<file path="src/rtl/spriteDmaPkg.sv">
package spriteDmaPkg;

  typedef enum logic [1:0] {
    ST_IDLE  = 2'd0,
    ST_RUN   = 2'd1,
    ST_DRAIN = 2'd2
  } dmaState_t;

  typedef struct packed {
    logic start;  // capture base, clear word counter
    logic issue;  // launch one read and advance the counter
  } dmaStrobes_t;

endpackage

</file>
<file path="src/rtl/spriteDmaCtrl.sv">
module spriteDmaCtrl
  import spriteDmaPkg::*;
(
  input  logic        clk,
  input  logic        rstN,
  input  logic        autoMode,
  input  logic        oneShotReq,
  input  logic        frameEnd,
  input  logic        slotEn,
  input  logic        lastIssue,
  input  logic        lastWrite,
  output dmaStrobes_t strobes,
  output logic        cpuBlock,
  output logic        done
);

  dmaState_t state, stateNext;
  logic pending;
  logic reArm;
  logic startNow;
  logic finishNow;

  assign startNow  = (state == ST_IDLE) && frameEnd && (autoMode || pending);
  assign finishNow = (state == ST_DRAIN) && lastWrite;

  always_comb begin
    stateNext = state;
    unique case (state)
      ST_IDLE:  if (startNow) stateNext = ST_RUN;
      ST_RUN:   if (slotEn && lastIssue) stateNext = ST_DRAIN;
      ST_DRAIN: if (lastWrite) stateNext = ST_IDLE;
      default:  stateNext = ST_IDLE;
    endcase
  end

  always_ff @(posedge clk or negedge rstN) begin
    if (!rstN) state <= ST_IDLE;
    else       state <= stateNext;
  end

  // One-shot bookkeeping: a request seen while a copy runs survives its end.
  always_ff @(posedge clk or negedge rstN) begin
    if (!rstN) begin
      pending <= 1'b0;
      reArm   <= 1'b0;
    end else begin
      if (finishNow)       pending <= reArm || oneShotReq;
      else if (oneShotReq) pending <= 1'b1;

      if (startNow)                            reArm <= oneShotReq;
      else if (finishNow)                      reArm <= 1'b0;
      else if (oneShotReq && state != ST_IDLE) reArm <= 1'b1;
    end
  end

  always_comb begin
    strobes.start = startNow;
    strobes.issue = (state == ST_RUN) && slotEn;
  end

  assign cpuBlock = (state != ST_IDLE);
  assign done     = finishNow;

endmodule

</file>
<file path="src/rtl/spriteDmaPath.sv">
module spriteDmaPath
  import spriteDmaPkg::*;
#(
  parameter int ADDR_W      = 16,
  parameter int DATA_W      = 16,
  parameter int TABLE_WORDS = 256,
  localparam int IDX_W      = $clog2(TABLE_WORDS)
) (
  input  logic              clk,
  input  logic              rstN,
  input  dmaStrobes_t       strobes,
  input  logic [ADDR_W-1:0] baseAddr,
  input  logic [DATA_W-1:0] memRdData,
  output logic              memRdEn,
  output logic [ADDR_W-1:0] memRdAddr,
  output logic              sprWrEn,
  output logic [IDX_W-1:0]  sprWrIdx,
  output logic [DATA_W-1:0] sprWrData,
  output logic              lastIssue,
  output logic              lastWrite
);

  localparam logic [IDX_W-1:0] LAST_IDX = IDX_W'(TABLE_WORDS - 1);

  logic [ADDR_W-1:0] baseHeld;
  logic [IDX_W-1:0]  wordCnt;
  logic [IDX_W-1:0]  rdIdx;

  always_ff @(posedge clk or negedge rstN) begin
    if (!rstN) begin
      baseHeld <= '0;
      wordCnt  <= '0;
    end else if (strobes.start) begin
      baseHeld <= baseAddr;
      wordCnt  <= '0;
    end else if (strobes.issue) begin
      wordCnt  <= wordCnt + 1'b1;
    end
  end

  // Read launch stage
  always_ff @(posedge clk or negedge rstN) begin
    if (!rstN) begin
      memRdEn   <= 1'b0;
      memRdAddr <= '0;
      rdIdx     <= '0;
    end else begin
      memRdEn <= strobes.issue;
      if (strobes.issue) begin
        memRdAddr <= baseHeld + ADDR_W'(wordCnt);
        rdIdx     <= wordCnt;
      end
    end
  end

  // Write stage: data comes back one cycle after the read strobe
  always_ff @(posedge clk or negedge rstN) begin
    if (!rstN) begin
      sprWrEn  <= 1'b0;
      sprWrIdx <= '0;
    end else begin
      sprWrEn <= memRdEn;
      if (memRdEn) sprWrIdx <= rdIdx;
    end
  end

  assign sprWrData = memRdData;
  assign lastIssue = (wordCnt == LAST_IDX);
  assign lastWrite = sprWrEn && (sprWrIdx == LAST_IDX);

endmodule

</file>
<file path="src/rtl/spriteTableDma.sv">
module spriteTableDma
  import spriteDmaPkg::*;
#(
  parameter int ADDR_W      = 16,
  parameter int DATA_W      = 16,
  parameter int SPRITES     = 64,
  parameter int WORDS_PER   = 4,
  localparam int TABLE_WORDS = SPRITES * WORDS_PER,
  localparam int IDX_W       = $clog2(TABLE_WORDS)
) (
  input  logic              clk,
  input  logic              rstN,
  input  logic              autoMode,
  input  logic              oneShotReq,
  input  logic [ADDR_W-1:0] baseAddr,
  input  logic              frameEnd,
  input  logic              slotEn,
  output logic              memRdEn,
  output logic [ADDR_W-1:0] memRdAddr,
  input  logic [DATA_W-1:0] memRdData,
  output logic              sprWrEn,
  output logic [IDX_W-1:0]  sprWrIdx,
  output logic [DATA_W-1:0] sprWrData,
  output logic              cpuBlock,
  output logic              done
);

  dmaStrobes_t strobes;
  logic lastIssue;
  logic lastWrite;

  spriteDmaCtrl uCtrl (
    .clk       (clk),
    .rstN      (rstN),
    .autoMode  (autoMode),
    .oneShotReq(oneShotReq),
    .frameEnd  (frameEnd),
    .slotEn    (slotEn),
    .lastIssue (lastIssue),
    .lastWrite (lastWrite),
    .strobes   (strobes),
    .cpuBlock  (cpuBlock),
    .done      (done)
  );

  spriteDmaPath #(
    .ADDR_W     (ADDR_W),
    .DATA_W     (DATA_W),
    .TABLE_WORDS(TABLE_WORDS)
  ) uPath (
    .clk       (clk),
    .rstN      (rstN),
    .strobes   (strobes),
    .baseAddr  (baseAddr),
    .memRdData (memRdData),
    .memRdEn   (memRdEn),
    .memRdAddr (memRdAddr),
    .sprWrEn   (sprWrEn),
    .sprWrIdx  (sprWrIdx),
    .sprWrData (sprWrData),
    .lastIssue (lastIssue),
    .lastWrite (lastWrite)
  );

endmodule

</file>
<file path="config.mk">
export PLATFORM = sky130hd
export DESIGN_NAME = spriteTableDma
export DESIGN_NICKNAME = d
export VERILOG_FILES = /design/src/rtl/spriteDmaPkg.sv /design/src/rtl/spriteDmaCtrl.sv /design/src/rtl/spriteDmaPath.sv /design/src/rtl/spriteTableDma.sv
export SDC_FILE = /design/constraint.sdc
export NUM_CORES = 1
export LEC_CHECK = 0
export ABC_AREA = 1
export BUFFER_PORTS_ARGS = -buffer_cell sky130_fd_sc_hd__buf_4
export CORE_MARGIN = 10
export CORE_UTILIZATION = 50
export CTS_CLUSTER_SIZE = 16
export DETAILED_ROUTE_END_ITERATION = 12
export PLACE_DENSITY = 0.76
export SYNTH_ARGS = -nofsm -noshare
export SYNTH_HDL_FRONTEND = slang
export SYNTH_SLANG_ARGS = --single-unit
</file>
<file path="constraint.sdc">
create_clock -name clk -period 2 [get_ports clk]
set_clock_uncertainty 0.1 [all_clocks]
set_input_delay 0.5 -clock clk [delete_from_list [all_inputs] [get_ports clk]]
set_output_delay 0.5 -clock clk [all_outputs]
set_load 0.03 [all_outputs]
</file>
==> impl_metrics.tcl <==
set metrics [dict create \
    synth_edf_count 0 \
    swShare_pct 42.1 \
    row_count 29 \
    r2r_start "uPath.baseHeld[0]$_DFFE_PN0P_" \
    synthArstFlopShare_pct 100 \
    fin_nets 503 \
    clk_pin_slew_ns 0.06 \
    ios 82 \
    grt_max_degree 33 \
    drt-initial-drc-count 127 \
    antenna_found_initial 0 \
    hold_depth 3 \
    synth_seq_area_share_pct 47.9 \
    synth_fp_nets 452 \
    cap_violations 0 \
    dp_cells 514 \
    p_sw_mw 2.40 \
    ys_warn_count 0 \
    max_stage_delay_ns 0.35 \
    clock_power_share_pct 17.9 \
    n_fill_cell 565 \
    wl_per_cell_microns 13.3 \
    top_layer "met4" \
    met2_length_microns 3400 \
    hold_path_class "input pin to flop" \
    ff2ff_path_depth 9 \
    dr_wl_met3_microns 362 \
    r2r_end "uPath.memRdAddr[6]$_DFFE_PN0P_" \
    finalSetupViolations 0 \
    hp-start "oneShotReq" \
    fmax_ghz 0.527 \
    fin_total_pwr_mw 5.69 \
    die_w_microns 100 \
    hold_end "uCtrl.pending$_DFFE_PN0P_" \
    crit_family "simple AND/OR/NAND/NOR gates" \
    hold_viol_final 0 \
    fin_setup_tns_ns 0 \
    crit_chain "nand2_1, nor3_2, nand3_1, inv_2, buf_6" \
    critPathBufInv 2 \
    synth.distinct_cells 28 \
    end_kind "output port" \
    status "finished clean" \
    slew_viol_final 0 \
    cts.sink_count 62 \
    power_report.internal_total_mw 3.29 \
    comb_power_share_pct 45.1 \
    fp.dieArea_sq_mm 0.0101 \
    dr.pass1.iters 4 \
    arrival_ns 1.30 \
    met1_length_microns 3210 \
    clockBufferDepth 2 \
    crit_slowest_cell "dfrtp_1" \
    cts-root-buf "clkbuf_8" \
    grt_pass1_vias 2710 \
    drc 0 \
    antenna_left 0 \
    start_kind "flop" \
    grtUsageTotal_pct 15.0 \
    num_vias 2697 \
    htreeDepth 3 \
    numPortBuffers 49 \
    power.density_mw_per_mm2 1470 \
    slew_headroom_pct 72.8 \
    core_sq_mm 0.00631 \
    routed_via_density 5.02 \
    cts_inserted_buffers 9 \
    worstSetupPathType "flop to output port" \
    place_hpwl_microns 5440 \
    leakagePower_nw 2.05 \
    irDropWorstVdd_mv 0.764 \
    cp.required_ns 1.40 \
    die_y_microns 100 \
    area_growth_pct 19.4 \
    placed_area_sq_mm 0.00361 \
    start_util_pct 51.3 \
    gp_congestion 0.862 \
    rsz0062_at_grt "false" \
    cts_tree "done" \
    max_slew.worst_pin.slew_ns 0.408 \
    syn_area_sq_mm 0.00324 \
    finalNonFillerCells 537 \
    overflow 0 \
    period_needed_ns 1.90 \
    post-route-period-util_pct 94.9 \
    grt_first_pass_wirelength_microns 12300 \
    design_area_sq_mm 0.00387 \
    r2r_slack_ns 0.19 \
    drive_above_1_share_pct 23.0 \
    routed_wl_microns 7140 \
    diodes 0 \
    clk_latency_ns 0.34 \
    cp_max_fo 2 \
    syn-instance-count 404 \
    synth_seq_cells 62 \
    avgSynthCellArea_sq_um 8.01 \
    p_seq_share_pct 37.0 \
    synth-main-ff-cell "dfrtp_1" \
]
-- cells by family (layout without fill, tap and decap cells) --
| logic type | after synthesis | in the layout | synth area share (%) |
|---|---|---|---|
| AND/OR/NAND/NOR | 211 | 211 | 27.8 |
| multiplexers | 5 | 5 | 1.74 |
| adder cells (fa/ha/maj) | 10 | 10 | 4.10 |
| XOR/XNOR | 4 | 4 | 1.08 |
| AO/OA/AOI/OAI | 42 | 42 | 6.61 |
| buffers and inverters | 70 | 126 | 10.7 |
| flip-flops | 62 | 62 | 47.9 |
-- placed cells by master, fill, tap and decap left out, types with 3 or more instances in the layout --
cell,synthesis,layout
nor2_1,12,12
nand3b_1,3,3
xnor2_1,4,4
inv_1,36,35
clkbuf_8,0,12
o21ai_0,7,7
nand4_1,4,4
ha_1,9,8
dfrtp_1,62,62
inv_2,7,8
a21oi_1,10,10
mux2_2,5,5
nand3_1,31,31
nand2_2,3,5
nand2_1,144,142
nor3_1,6,5
buf_4,20,62
o21ai_1,24,24
-- how the worst max path moves through the flow --
stage	from	end	slack [ns]	depth (start not counted)
3_3_place_gp	uPath.wordCnt[0]$_DFFE_PN0P_	uPath.memRdAddr[6]$_DFFE_PN0P_	0.09	9
3_5_place_dp	uPath.wordCnt[0]$_DFFE_PN0P_	uPath.memRdAddr[6]$_DFFE_PN0P_	0.04	9
6_report	uPath.sprWrIdx[2]$_DFFE_PN0P_	done	0.10	5
5_1_grt	uPath.sprWrIdx[5]$_DFFE_PN0P_	done	0.02	5
2_1_floorplan	uPath.wordCnt[0]$_DFFE_PN0P_	uPath.memRdAddr[6]$_DFFE_PN0P_	0.19	9
4_1_cts	uPath.sprWrIdx[5]$_DFFE_PN0P_	done	0.008	5
-- per-stage QoR --
step	utilization, %	worst slack (ns)	hold slack, ns
5_1_grt	61.2	0.0151	0.251
4_1_cts	60.8	0.00832	0.232
3_5_place_dp	57.1	0.0397	0.354
3_3_place_gp	57.1	0.0919	0.355
2_1_floorplan	-	0.190	0.104
6_report	61.2	0.101	0.250
-- metal layers --
layer  vias to the layer above  track usage (%)
met2                        75             23.7
li1                       1374                -
met3                        16             3.36
met4                         0             8.80
met5                         -                0
met1                      1232             18.2
-- synth_stat cells, types with 6 or more instances --
| library cell | instances | area (sq um) |
|---|---|---|
| o21ai_1 | 24 | 120 |
| nor2_1 | 12 | 45.0 |
| nand2_1 | 144 | 541 |
| inv_1 | 36 | 135 |
| dfrtp_1 | 62 | 1550 |
| o21ai_0 | 7 | 35.0 |
| buf_4 | 20 | 150 |
| inv_2 | 7 | 26.3 |
| a21oi_1 | 10 | 50.1 |
| nor3_1 | 6 | 30.0 |
| nand3_1 | 31 | 155 |
| ha_1 | 9 | 113 |
-- tightest hold or removal path: stages --
cell	delay [ns]
buf_4	0.08
a21oi_1	0.03
nand2_1	0.04
-- what timing repair did --
action,4_1_cts,5_1_grt
endpoints found under the hold margin,30,0
pin swaps,2,2
setup endpoints to repair,1,6
buffers inserted,4,2
hold buffers,1,0
resized for setup,1,6
-- power by group through the flow --
stage | Clock [mW] | Sequential, mW | Combinational, mW
final | 1.02 | 2.10 | 2.57
after global routing | 1.09 | 2.16 | 2.90
after CTS | 1.05 | 2.10 | 2.55
after detailed placement | 0 | 2.13 | 2.50
after global placement | 0 | 2.12 | 2.43
after floorplan | 0 | 2.47 | 1.36
-- area by class of cell --
cell class | count | area (sq um) | area share [%]
clock buffer | 13 | 169 | 4.37
clock inverter | 3 | 17.5 | 0.453
inverter | 45 | 171 | 4.43
multi-input combinational | 272 | 1350 | 35.0
sequential | 62 | 1550 | 40.1
tap | 77 | 96.3 | 2.49
timing repair buffer | 65 | 507 | 13.1
-- sequential cells by signal (all words and copies together) (netlist names) --
| name | cells |
|---|---|
| uPath.memRdEn | 1 |
| uCtrl.reArm | 1 |
| uPath.wordCnt | 8 |
| uCtrl.state | 2 |
| uPath.baseHeld | 16 |
| uPath.memRdAddr | 16 |
| uPath.sprWrEn | 1 |
| uPath.sprWrIdx | 8 |
| uPath.rdIdx | 8 |
| uCtrl.pending | 1 |
Power figures use the tool's default switching activity.
